`config.mk`:
```
export PLATFORM = sky130hd
export DESIGN_NAME = pgtab_top
export DESIGN_NICKNAME = d
export VERILOG_FILES = /design/src/rtl/pgtab_pkg.sv /design/src/rtl/pgtab_bank.sv /design/src/rtl/pgtab_regif.sv /design/src/rtl/pgtab_arb.sv /design/src/rtl/pgtab_scan.sv /design/src/rtl/pgtab_store.sv /design/src/rtl/pgtab_top.sv
export SDC_FILE = /design/constraint.sdc
export NUM_CORES = 2
export LEC_CHECK = 0
export ABC_AREA = 0
export BUFFER_PORTS_ARGS = -buffer_cell sky130_fd_sc_hd__buf_2
export CELL_PAD_IN_SITES_DETAIL_PLACEMENT = 0
export CELL_PAD_IN_SITES_GLOBAL_PLACEMENT = 1
export CORE_UTILIZATION = 25
export CTS_BUF_LIST = sky130_fd_sc_hd__clkbuf_2 sky130_fd_sc_hd__clkbuf_4 sky130_fd_sc_hd__clkbuf_8
export CTS_CLUSTER_DIAMETER = 200
export DETAILED_ROUTE_END_ITERATION = 16
export PLACE_DENSITY = 0.42
export SLEW_MARGIN = 20
export SYNTH_ARGS = -nofsm -noshare
export SYNTH_HDL_FRONTEND = slang
export SYNTH_SLANG_ARGS = --single-unit
```
`constraint.sdc`:
```
create_clock -name clk -period 12.7 [get_ports clk]
set_input_delay 1.905 -clock clk [delete_from_list [all_inputs] [get_ports clk]]
set_output_delay 1.905 -clock clk [all_outputs]
set_load 0.05 [all_outputs]
```
`src/rtl/pgtab_pkg.sv`:
```
package pgtab_pkg;
  typedef enum logic [1:0] {
    REG_INDEX = 2'd0,
    REG_TAG   = 2'd1,
    REG_DATA  = 2'd2,
    REG_CMD   = 2'd3
  } reg_sel_e;

  localparam int CMD_COMMIT_BIT = 0;
  localparam int CMD_FLUSH_BIT  = 1;
  localparam int SIDE_INSN      = 0;
  localparam int SIDE_DATA      = 1;
endpackage

```
`src/rtl/pgtab_bank.sv`:
```
module pgtab_bank #(
  parameter int DEPTH = 16,
  parameter int W     = 47,
  localparam int AW   = $clog2(DEPTH)
) (
  input  logic          clk,
  input  logic          we,
  input  logic [AW-1:0] waddr,
  input  logic [W-1:0]  wdata,
  input  logic [AW-1:0] raddr,
  output logic [W-1:0]  rdata
);
  // Small distributed memory: one write port, asynchronous read.
  logic [W-1:0] mem [DEPTH];

  always_ff @(posedge clk) begin
    if (we) mem[waddr] <= wdata;
  end

  assign rdata = mem[raddr];
endmodule

```
`src/rtl/pgtab_regif.sv`:
```
module pgtab_regif
  import pgtab_pkg::*;
#(
  parameter int REG_W  = 32,
  parameter int IDX_W  = 6,
  parameter int VPN_W  = 22,
  parameter int PPN_W  = 22,
  parameter int SIZE_W = 3
) (
  input  logic              clk,
  input  logic              rst,
  input  logic              sw_wr,
  input  logic [1:0]        sw_sel,
  input  logic [REG_W-1:0]  sw_wdata,
  input  logic              table_free,
  output logic              op_go,
  output logic              op_flush,
  output logic [IDX_W-1:0]  op_idx,
  output logic [VPN_W-1:0]  op_vpn,
  output logic [SIZE_W-1:0] op_size,
  output logic [PPN_W-1:0]  op_ppn,
  output logic              op_valid
);
  localparam int OP_W = 1 + IDX_W + VPN_W + SIZE_W + PPN_W + 1;

  reg_sel_e sel;
  assign sel = reg_sel_e'(sw_sel);

  logic [IDX_W-1:0]  stg_idx;
  logic [VPN_W-1:0]  stg_vpn;
  logic [SIZE_W-1:0] stg_size;
  logic              stg_valid;
  logic [PPN_W-1:0]  stg_ppn;

  // Staging registers: written one word at a time by software.
  always_ff @(posedge clk) begin
    if (rst) begin
      stg_idx   <= '0;
      stg_vpn   <= '0;
      stg_size  <= '0;
      stg_valid <= 1'b0;
      stg_ppn   <= '0;
    end else if (sw_wr) begin
      case (sel)
        REG_INDEX: stg_idx <= sw_wdata[IDX_W-1:0];
        REG_TAG: begin
          stg_vpn   <= sw_wdata[REG_W-1 -: VPN_W];
          stg_size  <= sw_wdata[SIZE_W:1];
          stg_valid <= sw_wdata[0];
        end
        REG_DATA: stg_ppn <= sw_wdata[REG_W-1 -: PPN_W];
        default: ;
      endcase
    end
  end

  logic            cmd_fire;
  logic [OP_W-1:0] new_op;
  logic [OP_W-1:0] cur_op;
  logic            hold_q;
  logic [OP_W-1:0] hold_op;

  assign cmd_fire = sw_wr && (sel == REG_CMD) &&
                    (sw_wdata[CMD_COMMIT_BIT] || sw_wdata[CMD_FLUSH_BIT]);
  assign new_op   = {sw_wdata[CMD_FLUSH_BIT], stg_idx, stg_vpn, stg_size, stg_ppn, stg_valid};

  // A held operation goes first; a fresh one goes straight through when the table is free.
  always_comb begin
    op_go  = 1'b0;
    cur_op = hold_op;
    if (table_free && hold_q) begin
      op_go  = 1'b1;
      cur_op = hold_op;
    end else if (table_free && cmd_fire) begin
      op_go  = 1'b1;
      cur_op = new_op;
    end
  end

  assign {op_flush, op_idx, op_vpn, op_size, op_ppn, op_valid} = cur_op;

  // One-deep hold buffer for commands that arrive during a search.
  always_ff @(posedge clk) begin
    if (rst) begin
      hold_q  <= 1'b0;
      hold_op <= '0;
    end else if (cmd_fire && (hold_q || !table_free)) begin
      hold_q  <= 1'b1;
      hold_op <= new_op;
    end else if (table_free) begin
      hold_q  <= 1'b0;
    end
  end

  logic unused_wdata;
  assign unused_wdata = ^sw_wdata;
endmodule

```
`src/rtl/pgtab_arb.sv`:
```
module pgtab_arb
  import pgtab_pkg::*;
#(
  parameter int VPN_W = 22
) (
  input  logic             clk,
  input  logic             rst,
  input  logic             i_req,
  input  logic [VPN_W-1:0] i_vpn,
  input  logic             d_req,
  input  logic [VPN_W-1:0] d_vpn,
  input  logic             table_free,
  output logic             start,
  output logic             start_side,
  output logic [VPN_W-1:0] start_vpn
);
  logic             pend_i, pend_d;
  logic [VPN_W-1:0] keep_i, keep_d;
  logic             want_i, want_d;
  logic [VPN_W-1:0] key_i, key_d;

  assign want_i = pend_i || i_req;
  assign want_d = pend_d || d_req;
  assign key_i  = pend_i ? keep_i : i_vpn;
  assign key_d  = pend_d ? keep_d : d_vpn;

  // Fixed priority: the instruction side wins a tie.
  assign start      = table_free && (want_i || want_d);
  assign start_side = want_i ? 1'(SIDE_INSN) : 1'(SIDE_DATA);
  assign start_vpn  = want_i ? key_i : key_d;

  always_ff @(posedge clk) begin
    if (rst) begin
      pend_i <= 1'b0;
      pend_d <= 1'b0;
      keep_i <= '0;
      keep_d <= '0;
    end else begin
      if (i_req && !pend_i) keep_i <= i_vpn;
      if (d_req && !pend_d) keep_d <= d_vpn;
      pend_i <= want_i && !(start && start_side == 1'(SIDE_INSN));
      pend_d <= want_d && !(start && start_side == 1'(SIDE_DATA));
    end
  end
endmodule

```
`src/rtl/pgtab_scan.sv`:
```
module pgtab_scan #(
  parameter int LANES  = 4,
  parameter int ROWS   = 16,
  parameter int VPN_W  = 22,
  parameter int PPN_W  = 22,
  parameter int SIZE_W = 3,
  localparam int ROW_W = $clog2(ROWS)
) (
  input  logic                          clk,
  input  logic                          rst,
  input  logic                          start,
  input  logic                          start_side,
  input  logic [VPN_W-1:0]              start_vpn,
  input  logic [LANES-1:0]              row_valid,
  input  logic [LANES-1:0][VPN_W-1:0]   row_vpn,
  input  logic [LANES-1:0][SIZE_W-1:0]  row_size,
  input  logic [LANES-1:0][PPN_W-1:0]   row_ppn,
  output logic [ROW_W-1:0]              row_addr,
  output logic                          table_free,
  output logic                          scan_busy,
  output logic                          scan_last,
  output logic [1:0]                    rsp_v,
  output logic [1:0]                    rsp_hit,
  output logic [1:0][PPN_W-1:0]         rsp_ppn,
  output logic [1:0][SIZE_W-1:0]        rsp_size
);
  function automatic logic [VPN_W-1:0] page_mask(input logic [SIZE_W-1:0] sz);
    return {VPN_W{1'b1}} << {sz, 1'b0};
  endfunction

  logic              busy_q;
  logic [ROW_W-1:0]  ptr_q;
  logic              side_q;
  logic [VPN_W-1:0]  key_q;
  logic              found_q;
  logic [PPN_W-1:0]  acc_ppn;
  logic [SIZE_W-1:0] acc_size;

  logic [LANES-1:0]  lane_hit;

  for (genvar l = 0; l < LANES; l++) begin : g_lane
    assign lane_hit[l] = row_valid[l] &&
                         (((row_vpn[l] ^ key_q) & page_mask(row_size[l])) == '0);
  end

  // Lowest lane of the row wins.
  logic              row_any;
  logic [PPN_W-1:0]  row_sel_ppn;
  logic [SIZE_W-1:0] row_sel_size;

  always_comb begin
    row_any      = 1'b0;
    row_sel_ppn  = '0;
    row_sel_size = '0;
    for (int l = LANES - 1; l >= 0; l--) begin
      if (lane_hit[l]) begin
        row_any      = 1'b1;
        row_sel_ppn  = row_ppn[l];
        row_sel_size = row_size[l];
      end
    end
  end

  logic              fin_hit;
  logic [PPN_W-1:0]  fin_ppn;
  logic [SIZE_W-1:0] fin_size;

  assign fin_hit  = found_q || row_any;
  assign fin_ppn  = found_q ? acc_ppn  : row_sel_ppn;
  assign fin_size = found_q ? acc_size : row_sel_size;

  assign scan_busy  = busy_q;
  assign scan_last  = busy_q && (ptr_q == ROW_W'(ROWS - 1));
  assign table_free = !busy_q || scan_last;
  assign row_addr   = ptr_q;

  always_ff @(posedge clk) begin
    if (rst) begin
      busy_q   <= 1'b0;
      ptr_q    <= '0;
      side_q   <= 1'b0;
      key_q    <= '0;
      found_q  <= 1'b0;
      acc_ppn  <= '0;
      acc_size <= '0;
      rsp_v    <= '0;
      rsp_hit  <= '0;
      rsp_ppn  <= '0;
      rsp_size <= '0;
    end else begin
      rsp_v <= '0;
      if (busy_q) begin
        ptr_q <= ptr_q + 1'b1;
        if (!found_q && row_any) begin
          found_q  <= 1'b1;
          acc_ppn  <= row_sel_ppn;
          acc_size <= row_sel_size;
        end
        if (scan_last) begin
          busy_q           <= 1'b0;
          rsp_v[side_q]    <= 1'b1;
          rsp_hit[side_q]  <= fin_hit;
          rsp_ppn[side_q]  <= fin_hit ? fin_ppn  : '0;
          rsp_size[side_q] <= fin_hit ? fin_size : '0;
        end
      end
      if (start) begin
        busy_q   <= 1'b1;
        ptr_q    <= '0;
        side_q   <= start_side;
        key_q    <= start_vpn;
        found_q  <= 1'b0;
        acc_ppn  <= '0;
        acc_size <= '0;
      end
    end
  end

  AST_RSP_AFTER_SCAN: assert property (@(posedge clk) disable iff (rst) (rsp_v != 2'b00) |-> $past(busy_q)) else $error("response without a search");
  AST_START_ON_FREE: assert property (@(posedge clk) disable iff (rst) start |-> table_free) else $error("search started while busy");
endmodule

```
`src/rtl/pgtab_store.sv`:
```
module pgtab_store #(
  parameter int ENTRIES = 64,
  parameter int LANES   = 4,
  parameter int VPN_W   = 22,
  parameter int PPN_W   = 22,
  parameter int SIZE_W  = 3,
  localparam int ROWS   = ENTRIES / LANES,
  localparam int ROW_W  = $clog2(ROWS),
  localparam int LANE_W = $clog2(LANES),
  localparam int IDX_W  = $clog2(ENTRIES),
  localparam int EW     = VPN_W + SIZE_W + PPN_W
) (
  input  logic                          clk,
  input  logic                          rst,
  input  logic                          op_go,
  input  logic                          op_flush,
  input  logic [IDX_W-1:0]              op_idx,
  input  logic [VPN_W-1:0]              op_vpn,
  input  logic [SIZE_W-1:0]             op_size,
  input  logic [PPN_W-1:0]              op_ppn,
  input  logic                          op_valid,
  input  logic [ROW_W-1:0]              row_addr,
  output logic [LANES-1:0]              row_valid,
  output logic [LANES-1:0][VPN_W-1:0]   row_vpn,
  output logic [LANES-1:0][SIZE_W-1:0]  row_size,
  output logic [LANES-1:0][PPN_W-1:0]   row_ppn,
  output logic [ENTRIES-1:0]            valid_vec
);
  // Valid bits in flops so that a flush clears the table in one cycle.
  logic [ENTRIES-1:0] valid_q;

  always_ff @(posedge clk) begin
    if (rst) begin
      valid_q <= '0;
    end else if (op_go) begin
      if (op_flush) valid_q <= '0;
      else          valid_q[op_idx] <= op_valid;
    end
  end

  assign valid_vec = valid_q;

  for (genvar l = 0; l < LANES; l++) begin : g_bank
    localparam logic [LANE_W-1:0] LID = LANE_W'(l);
    logic          we;
    logic [EW-1:0] rd;

    assign we = op_go && !op_flush && (op_idx[LANE_W-1:0] == LID);

    pgtab_bank #(.DEPTH(ROWS), .W(EW)) u_bank (
      .clk   (clk),
      .we    (we),
      .waddr (op_idx[IDX_W-1:LANE_W]),
      .wdata ({op_vpn, op_size, op_ppn}),
      .raddr (row_addr),
      .rdata (rd)
    );

    assign {row_vpn[l], row_size[l], row_ppn[l]} = rd;
    assign row_valid[l] = valid_q[{row_addr, LID}];
  end

  AST_FLUSH_EMPTIES: assert property (@(posedge clk) disable iff (rst) (op_go && op_flush) |=> (valid_q == '0)) else $error("flush left a valid entry");
endmodule

```
`src/rtl/pgtab_top.sv`:
```
module pgtab_top #(
  parameter int ENTRIES     = 64,
  parameter int LANES       = 4,
  parameter int VA_W        = 32,
  parameter int PA_W        = 32,
  parameter int MIN_PAGE_LG = 10,
  parameter int SIZE_W      = 3,
  parameter int REG_W       = 32,
  localparam int VPN_W      = VA_W - MIN_PAGE_LG,
  localparam int PPN_W      = PA_W - MIN_PAGE_LG,
  localparam int IDX_W      = $clog2(ENTRIES),
  localparam int ROWS       = ENTRIES / LANES,
  localparam int ROW_W      = $clog2(ROWS)
) (
  input  logic              clk,
  input  logic              rst,
  input  logic              sw_wr,
  input  logic [1:0]        sw_sel,
  input  logic [REG_W-1:0]  sw_wdata,
  input  logic              i_req,
  input  logic [VPN_W-1:0]  i_vpn,
  output logic              i_rsp,
  output logic              i_hit,
  output logic [PPN_W-1:0]  i_ppn,
  output logic [SIZE_W-1:0] i_size,
  input  logic              d_req,
  input  logic [VPN_W-1:0]  d_vpn,
  output logic              d_rsp,
  output logic              d_hit,
  output logic [PPN_W-1:0]  d_ppn,
  output logic [SIZE_W-1:0] d_size
);
  logic              table_free, scan_busy, scan_last;
  logic              op_go, op_flush, op_valid;
  logic [IDX_W-1:0]  op_idx;
  logic [VPN_W-1:0]  op_vpn;
  logic [SIZE_W-1:0] op_size;
  logic [PPN_W-1:0]  op_ppn;
  logic              start, start_side;
  logic [VPN_W-1:0]  start_vpn;
  logic [ROW_W-1:0]  row_addr;
  logic [LANES-1:0]             row_valid;
  logic [LANES-1:0][VPN_W-1:0]  row_vpn;
  logic [LANES-1:0][SIZE_W-1:0] row_size;
  logic [LANES-1:0][PPN_W-1:0]  row_ppn;
  logic [ENTRIES-1:0]           valid_vec;
  logic [1:0]                   rsp_v, rsp_hit;
  logic [1:0][PPN_W-1:0]        rsp_ppn;
  logic [1:0][SIZE_W-1:0]       rsp_size;

  pgtab_regif #(.REG_W(REG_W), .IDX_W(IDX_W), .VPN_W(VPN_W), .PPN_W(PPN_W), .SIZE_W(SIZE_W)) u_regif (
    .clk(clk), .rst(rst), .sw_wr(sw_wr), .sw_sel(sw_sel), .sw_wdata(sw_wdata),
    .table_free(table_free), .op_go(op_go), .op_flush(op_flush), .op_idx(op_idx),
    .op_vpn(op_vpn), .op_size(op_size), .op_ppn(op_ppn), .op_valid(op_valid)
  );

  pgtab_arb #(.VPN_W(VPN_W)) u_arb (
    .clk(clk), .rst(rst), .i_req(i_req), .i_vpn(i_vpn), .d_req(d_req), .d_vpn(d_vpn),
    .table_free(table_free), .start(start), .start_side(start_side), .start_vpn(start_vpn)
  );

  pgtab_store #(.ENTRIES(ENTRIES), .LANES(LANES), .VPN_W(VPN_W), .PPN_W(PPN_W), .SIZE_W(SIZE_W)) u_store (
    .clk(clk), .rst(rst), .op_go(op_go), .op_flush(op_flush), .op_idx(op_idx),
    .op_vpn(op_vpn), .op_size(op_size), .op_ppn(op_ppn), .op_valid(op_valid),
    .row_addr(row_addr), .row_valid(row_valid), .row_vpn(row_vpn),
    .row_size(row_size), .row_ppn(row_ppn), .valid_vec(valid_vec)
  );

  pgtab_scan #(.LANES(LANES), .ROWS(ROWS), .VPN_W(VPN_W), .PPN_W(PPN_W), .SIZE_W(SIZE_W)) u_scan (
    .clk(clk), .rst(rst), .start(start), .start_side(start_side), .start_vpn(start_vpn),
    .row_valid(row_valid), .row_vpn(row_vpn), .row_size(row_size), .row_ppn(row_ppn),
    .row_addr(row_addr), .table_free(table_free), .scan_busy(scan_busy), .scan_last(scan_last),
    .rsp_v(rsp_v), .rsp_hit(rsp_hit), .rsp_ppn(rsp_ppn), .rsp_size(rsp_size)
  );

  assign i_rsp  = rsp_v[0];
  assign i_hit  = rsp_hit[0];
  assign i_ppn  = rsp_ppn[0];
  assign i_size = rsp_size[0];
  assign d_rsp  = rsp_v[1];
  assign d_hit  = rsp_hit[1];
  assign d_ppn  = rsp_ppn[1];
  assign d_size = rsp_size[1];

  AST_ONE_SIDE_AT_A_TIME: assert property (@(posedge clk) disable iff (rst) !(i_rsp && d_rsp)) else $error("both sides answered together");
  AST_I_SINGLE_PULSE: assert property (@(posedge clk) disable iff (rst) i_rsp |=> !i_rsp) else $error("instruction response wider than a cycle");
  AST_D_SINGLE_PULSE: assert property (@(posedge clk) disable iff (rst) d_rsp |=> !d_rsp) else $error("data response wider than a cycle");
  AST_I_MISS_CLEAN: assert property (@(posedge clk) disable iff (rst) (i_rsp && !i_hit) |-> (i_ppn == '0 && i_size == '0)) else $error("instruction miss carries data");
  AST_D_MISS_CLEAN: assert property (@(posedge clk) disable iff (rst) (d_rsp && !d_hit) |-> (d_ppn == '0 && d_size == '0)) else $error("data miss carries data");
  AST_TABLE_FROZEN: assert property (@(posedge clk) disable iff (rst) (scan_busy && !scan_last) |=> $stable(valid_vec)) else $error("table changed mid-search");
endmodule

```
==> results.md <==
- The tool flagged a number of max-cap violations equal to 0.
- The final core area utilization is 29.2%.
- After clock tree synthesis, the clock-pin slew on the worst setup and hold paths is ~0.06 ns.
- The TritonCTS clock tree is yes.
- For the worst-skew pair, the clock arrives at the later sink with an insertion delay of 1.27 ns.
- Entering global routing, the biggest net connects 175 pins.
- After the last flow step, the layout net total stands at 7655.
- The starting DRC count in detailed routing is 6091.
- The cell area after technology mapping is 132000 sq um.
- The count of warnings emitted by yosys is 0.
- The flow ran to the end, and the final reports show no timing, DRC or antenna violations.
- In this run the most critical hold path is launched from u_regif.hold_op[13]$_SDFFE_PP0P_.
- The final critical-path share of the clock period is 57.0%.
- In this run the mean area of a mapped cell was 18.9 sq um.
- For this configuration, the core starts out at a cell density of 25.1%.
- The number of gates given a new drive strength after cts is 0.
- The CTS H-tree depth is 6.
- In this run, synthesis inferred 3008 flip-flops with an integrated enable.
- Adding up every negative setup slack in the final design gives 0 ns.
- For the pin with the worst max-slew slack, the measured transition is 1.31 ns.
- Once detailed placement completed, the half-perimeter wirelength came to about 260000 microns.
- After filler insertion, the fill cell instance count of the layout stands at 51800.
- The required time of the critical path is 13.77 ns.
- The floorplan has 266 rows.
- The number of design rule violations left after detail routing is 0.
- Across every metal layer, demand over resource in global routing totals 16.6%.
- The cell count after synthesis is just under 7000.
- From left edge to right edge, the die measures roughly 730 microns.
- In this run, the combinational gates consume 3.1% of the power.
- The worst register-to-register path has a depth of 14.
- The critical path in this run is classified as reg2reg.
- The root buffer cell is sky130_fd_sc_hd__clkbuf_8.
- Of all nets on the critical path, the largest fanout is 36.
- The clock network accounts for 43.7% of the total power.
- The aggregate global routing overflow is 0.
- The number of flip-flops and latches in the synthesized netlist is 3340.
- Based on the critical path, the design can be clocked at up to around 140 MHz.
- The growth of design area from synthesis to finish is 16.4%.
- The endpoint identified for the worst register-to-register timing path is u_scan.rsp_ppn[9]$_SDFFE_PP0P_.
- The maximum buffer depth of the clock tree is 4.
- The peak supply drop is 106 uV.
- The number of antenna violations at the first check in global routing is 67.
- The routability congestion estimate is 0.733.
- The final antenna-violating net count is 0.
- The cell depth of the worst min-delay path is 2.
- The mux contribution to synthesized area is about 16%.
- The share of synthesized registers carrying an async set or reset is 0%.
- Counting every net in the synthesized netlist gives 7046.
- During I/O placement, the number of pins put on the boundary was 137.
- The count of cell types in the netlist is 102.
- The total setup violations reported at the end of the flow is 0.
- The number of failing hold endpoints at the final stage is 0.
- The most frequent standard cell in the layout excluding fill and tap cells is sky130_fd_sc_hd__edfxtp_1.
- The vias after detailed routing is 70600.
- After Yosys synthesis, full adders, half adders and majority gates account for 0.00950% of the synthesized area.
- The arrival time reported for the critical path endpoint is 8.30 ns.
- Measured against its own limit, the worst slew margin works out to 12.2%.
- The first-pass GRT wire length is 614000 microns.
- Leaving out fill and tap cells, the most frequent cells in the layout are sky130_fd_sc_hd__edfxtp_1, sky130_fd_sc_hd__mux4_2, sky130_fd_sc_hd__clkbuf_8.
- The number of buffers added by the clock tree synthesis step is 596.
- The sequential group share of total power is 53.1%.
- The die is 728 microns tall.
- The internal portion of the total power is about 17 mW.
- The placeable core region is 525000 sq um.
- The total wire length after detailed routing is 450000 microns.
- The number of hold buffers added after CTS is 0.
- The end point of the worst hold path is u_regif.hold_op[13]$_SDFFE_PP0P_.
- Power spread over the standard cell area amounts to 146 nW/um^2.
- The analysis attributes to net switching a power of 5.05 mW.
- The share of the Yosys chip area taken by registers is between 70% and 80%.
- In the synthesized netlist the dominant register cell turns out to be sky130_fd_sc_hd__edfxtp_1.
- Input and output buffers added on the ports amount to 132.
- The worst setup path is launched from a register.
- The die covers 530000 sq um.
- The fraction of the mapped netlist area in compound gates is 4.34%.
- By area, the combinational part of the netlist is dominated by multiplexers.
- Using the TritonRoute via totals, the vias-per-cell ratio works out to 4.69.
- The clock net in this run drives a total of 3340 sinks.
- The fraction of the mapped netlist area in simple logic gates is between 3 and 4%.
- Summing the areas of all xor and xnor instances in the mapped netlist gives 0.505% of the synthesized area.
- The class of the tightest hold or removal check is reg2reg.
- The via count of the first global-routing pass is 73700.
- The fraction of power spent switching nets is a little under a quarter.
- The worst path in the final design needs a cycle of 7.23 ns, including I/O delays and setup.
- Between clock sinks in the finished design, the worst skew comes to 0.0716 ns.
- Setup repair after global routing left no endpoint under its margin.
- The share of final-layout standard cells stronger than drive strength 1 is roughly 30%.
- The detailed-router iteration count before antenna repair is 6.
- Setup slack on the worst reg-to-reg path comes out at 5.47 ns.
- The max-slew violation count came to 0.
- The cell leakage power is 52.0 nW.
- The average routed wire per standard cell is 29.9 microns.
- The count of buffers added by post-CTS timing repair for setup is 0.
- The worst setup path is captured at a register.
## synthesized netlist by cell type, types with 7 or more instances
cell	count	area, sq um
sky130_fd_sc_hd__edfxtp_1	3008	90300
sky130_fd_sc_hd__mux4_2	760	17100
sky130_fd_sc_hd__nand2_1	500	1880
sky130_fd_sc_hd__a21oi_1	377	1890
sky130_fd_sc_hd__dfxtp_1	332	6650
sky130_fd_sc_hd__mux2i_1	310	3100
sky130_fd_sc_hd__nor2_1	221	830
sky130_fd_sc_hd__clkbuf_1	201	754
sky130_fd_sc_hd__o21ai_0	144	721
sky130_fd_sc_hd__mux2_2	104	1170
sky130_fd_sc_hd__buf_2	85	425
sky130_fd_sc_hd__buf_4	66	495
sky130_fd_sc_hd__xnor2_1	49	429
sky130_fd_sc_hd__o22ai_1	47	294
sky130_fd_sc_hd__a22oi_1	43	323
sky130_fd_sc_hd__nand3_1	41	205
sky130_fd_sc_hd__nor2b_1	40	250
sky130_fd_sc_hd__nand4_1	36	225
sky130_fd_sc_hd__nor3_1	36	180
sky130_fd_sc_hd__o211ai_1	36	270
sky130_fd_sc_hd__buf_6	35	394
sky130_fd_sc_hd__a211oi_1	33	248
sky130_fd_sc_hd__buf_1	29	109
sky130_fd_sc_hd__nand2b_1	28	175
sky130_fd_sc_hd__xor2_1	27	236
sky130_fd_sc_hd__a22o_1	25	219
sky130_fd_sc_hd__and3_1	24	150
sky130_fd_sc_hd__o21ai_1	20	100
sky130_fd_sc_hd__inv_1	19	71.3
sky130_fd_sc_hd__or3_1	19	119
sky130_fd_sc_hd__a31oi_1	18	113
sky130_fd_sc_hd__a32oi_1	15	131
sky130_fd_sc_hd__o21a_1	14	105
sky130_fd_sc_hd__a221oi_1	12	105
sky130_fd_sc_hd__and2_1	12	75.1
sky130_fd_sc_hd__o221ai_1	12	105
sky130_fd_sc_hd__nor3b_1	10	75.1
sky130_fd_sc_hd__o22ai_2	10	125
sky130_fd_sc_hd__nand3b_1	9	67.6
sky130_fd_sc_hd__a21boi_0	8	60.1
sky130_fd_sc_hd__nor4_1	8	50.1
sky130_fd_sc_hd__o2111ai_1	8	70.1
sky130_fd_sc_hd__o41ai_1	7	61.3
## per-layer routing
metal / vias to the layer above / GRT usage (%) / share of wire, % / wire, microns
met5: - / 0 / 0.039 / 177
met4: 30 / 3.61 / 2.1 / 9350
met3: 604 / 3.51 / 5.9 / 26700
met2: 1994 / 26.6 / 46 / 209000
met1: 38300 / 23.0 / 45 / 205000
li1: 29700 / - / - / -
## worst max-delay path, cell delays in order, from the launching register on
cell                       delay, ns
sky130_fd_sc_hd__dfxtp_4        0.66
sky130_fd_sc_hd__buf_4          0.43
sky130_fd_sc_hd__buf_4          0.64
sky130_fd_sc_hd__buf_4          0.60
sky130_fd_sc_hd__nor2b_1        0.25
sky130_fd_sc_hd__buf_4          0.30
sky130_fd_sc_hd__a22o_1         0.20
sky130_fd_sc_hd__nor3_1         0.05
sky130_fd_sc_hd__nor4_1         0.49
sky130_fd_sc_hd__a31oi_1        0.20
sky130_fd_sc_hd__o41ai_4        1.03
sky130_fd_sc_hd__nand2_2        0.78
sky130_fd_sc_hd__o21a_1         0.31
sky130_fd_sc_hd__a22oi_1        0.77
sky130_fd_sc_hd__o211ai_1       0.20
## metrics by stage
stage	hold WS, ns	total power [mW]	cell area [sq um]	std cells	setup WS [ns]
final	0.449	22.4	153000	15000	5.47
after CTS	0.451	22.7	153000	15000	5.42
after floorplan	0.434	12.5	132000	6962	6.16
after global routing	0.466	23.2	153000	15000	5.29
after detailed placement	0.444	12.8	142000	13900	5.27
after global placement	0.443	12.8	142000	13900	4.70
## registers in the layout (all words and copies together) (netlist names), 2 cells and up, named ones only
signal and cells:
u_scan.acc_size 3, u_store.g_bank.u_bank.mem 3008, u_scan.acc_ppn 22, u_regif.stg_vpn 22, u_scan.key_q 22, u_arb.keep_d 22, u_scan.row_addr 4, u_regif.stg_idx 6
u_arb.keep_i 22, u_scan.rsp_hit 2, u_scan.rsp_ppn 44, u_scan.rsp_size 6, u_regif.hold_op 55, u_regif.stg_ppn 22, u_scan.rsp_v 2, u_regif.stg_size 3
u_store.valid_vec 64
## how the worst max path moves through the flow
stage                                                     to  slack (ns)  depth (start not counted)
3_3_place_gp   u_store.g_bank[3].u_bank.mem[8][14]$_DFFE_PP_        4.70                          9
5_1_grt                      u_scan.rsp_ppn[31]$_SDFFE_PP0P_        5.29                         14
4_1_cts                       u_scan.rsp_ppn[9]$_SDFFE_PP0P_        5.42                         14
3_5_place_dp   u_store.g_bank[0].u_bank.mem[7][17]$_DFFE_PP_        5.27                          9
2_1_floorplan   u_store.g_bank[0].u_bank.mem[6][0]$_DFFE_PP_        6.16                          9
6_report                      u_scan.rsp_ppn[9]$_SDFFE_PP0P_        5.47                         14
## cell families (layout without fill, tap and decap cells)
group | count (synthesis) | count (layout)
AND/OR/NAND/NOR | 1021 | 1021
flip-flops | 3340 | 3340
XOR/XNOR | 76 | 76
AO/OA/AOI/OAI | 902 | 902
other | 0 | 71
adder cells (fa/ha/maj) | 1 | 1
multiplexers | 1175 | 1175
buffers and inverters | 447 | 1492
## power by group through the flow
stage	clock network, mW	registers [mW]	logic (mW)
finish	9.78	11.9	0.698
global route	10.5	11.9	0.753
CTS	10.1	11.9	0.720
detailed placement	0	12.1	0.718
global placement	0	12.1	0.717
floorplan	0	12.1	0.449
## layout make-up
| class | instances | area [sq um] | area share, % |
|---|---|---|---|
| tap | 6968 | 8720 | 5.68 |
| timing repair buffer | 437 | 3140 | 2.05 |
| clock buffer | 828 | 10100 | 6.59 |
| antenna | 71 | 178 | 0.116 |
| sequential | 3340 | 97000 | 63.2 |
| clock inverter | 206 | 1160 | 0.758 |
| multi-input combinational | 3175 | 33000 | 21.5 |
| inverter | 21 | 86.3 | 0.0563 |
(Power assumes the default switching activity.)
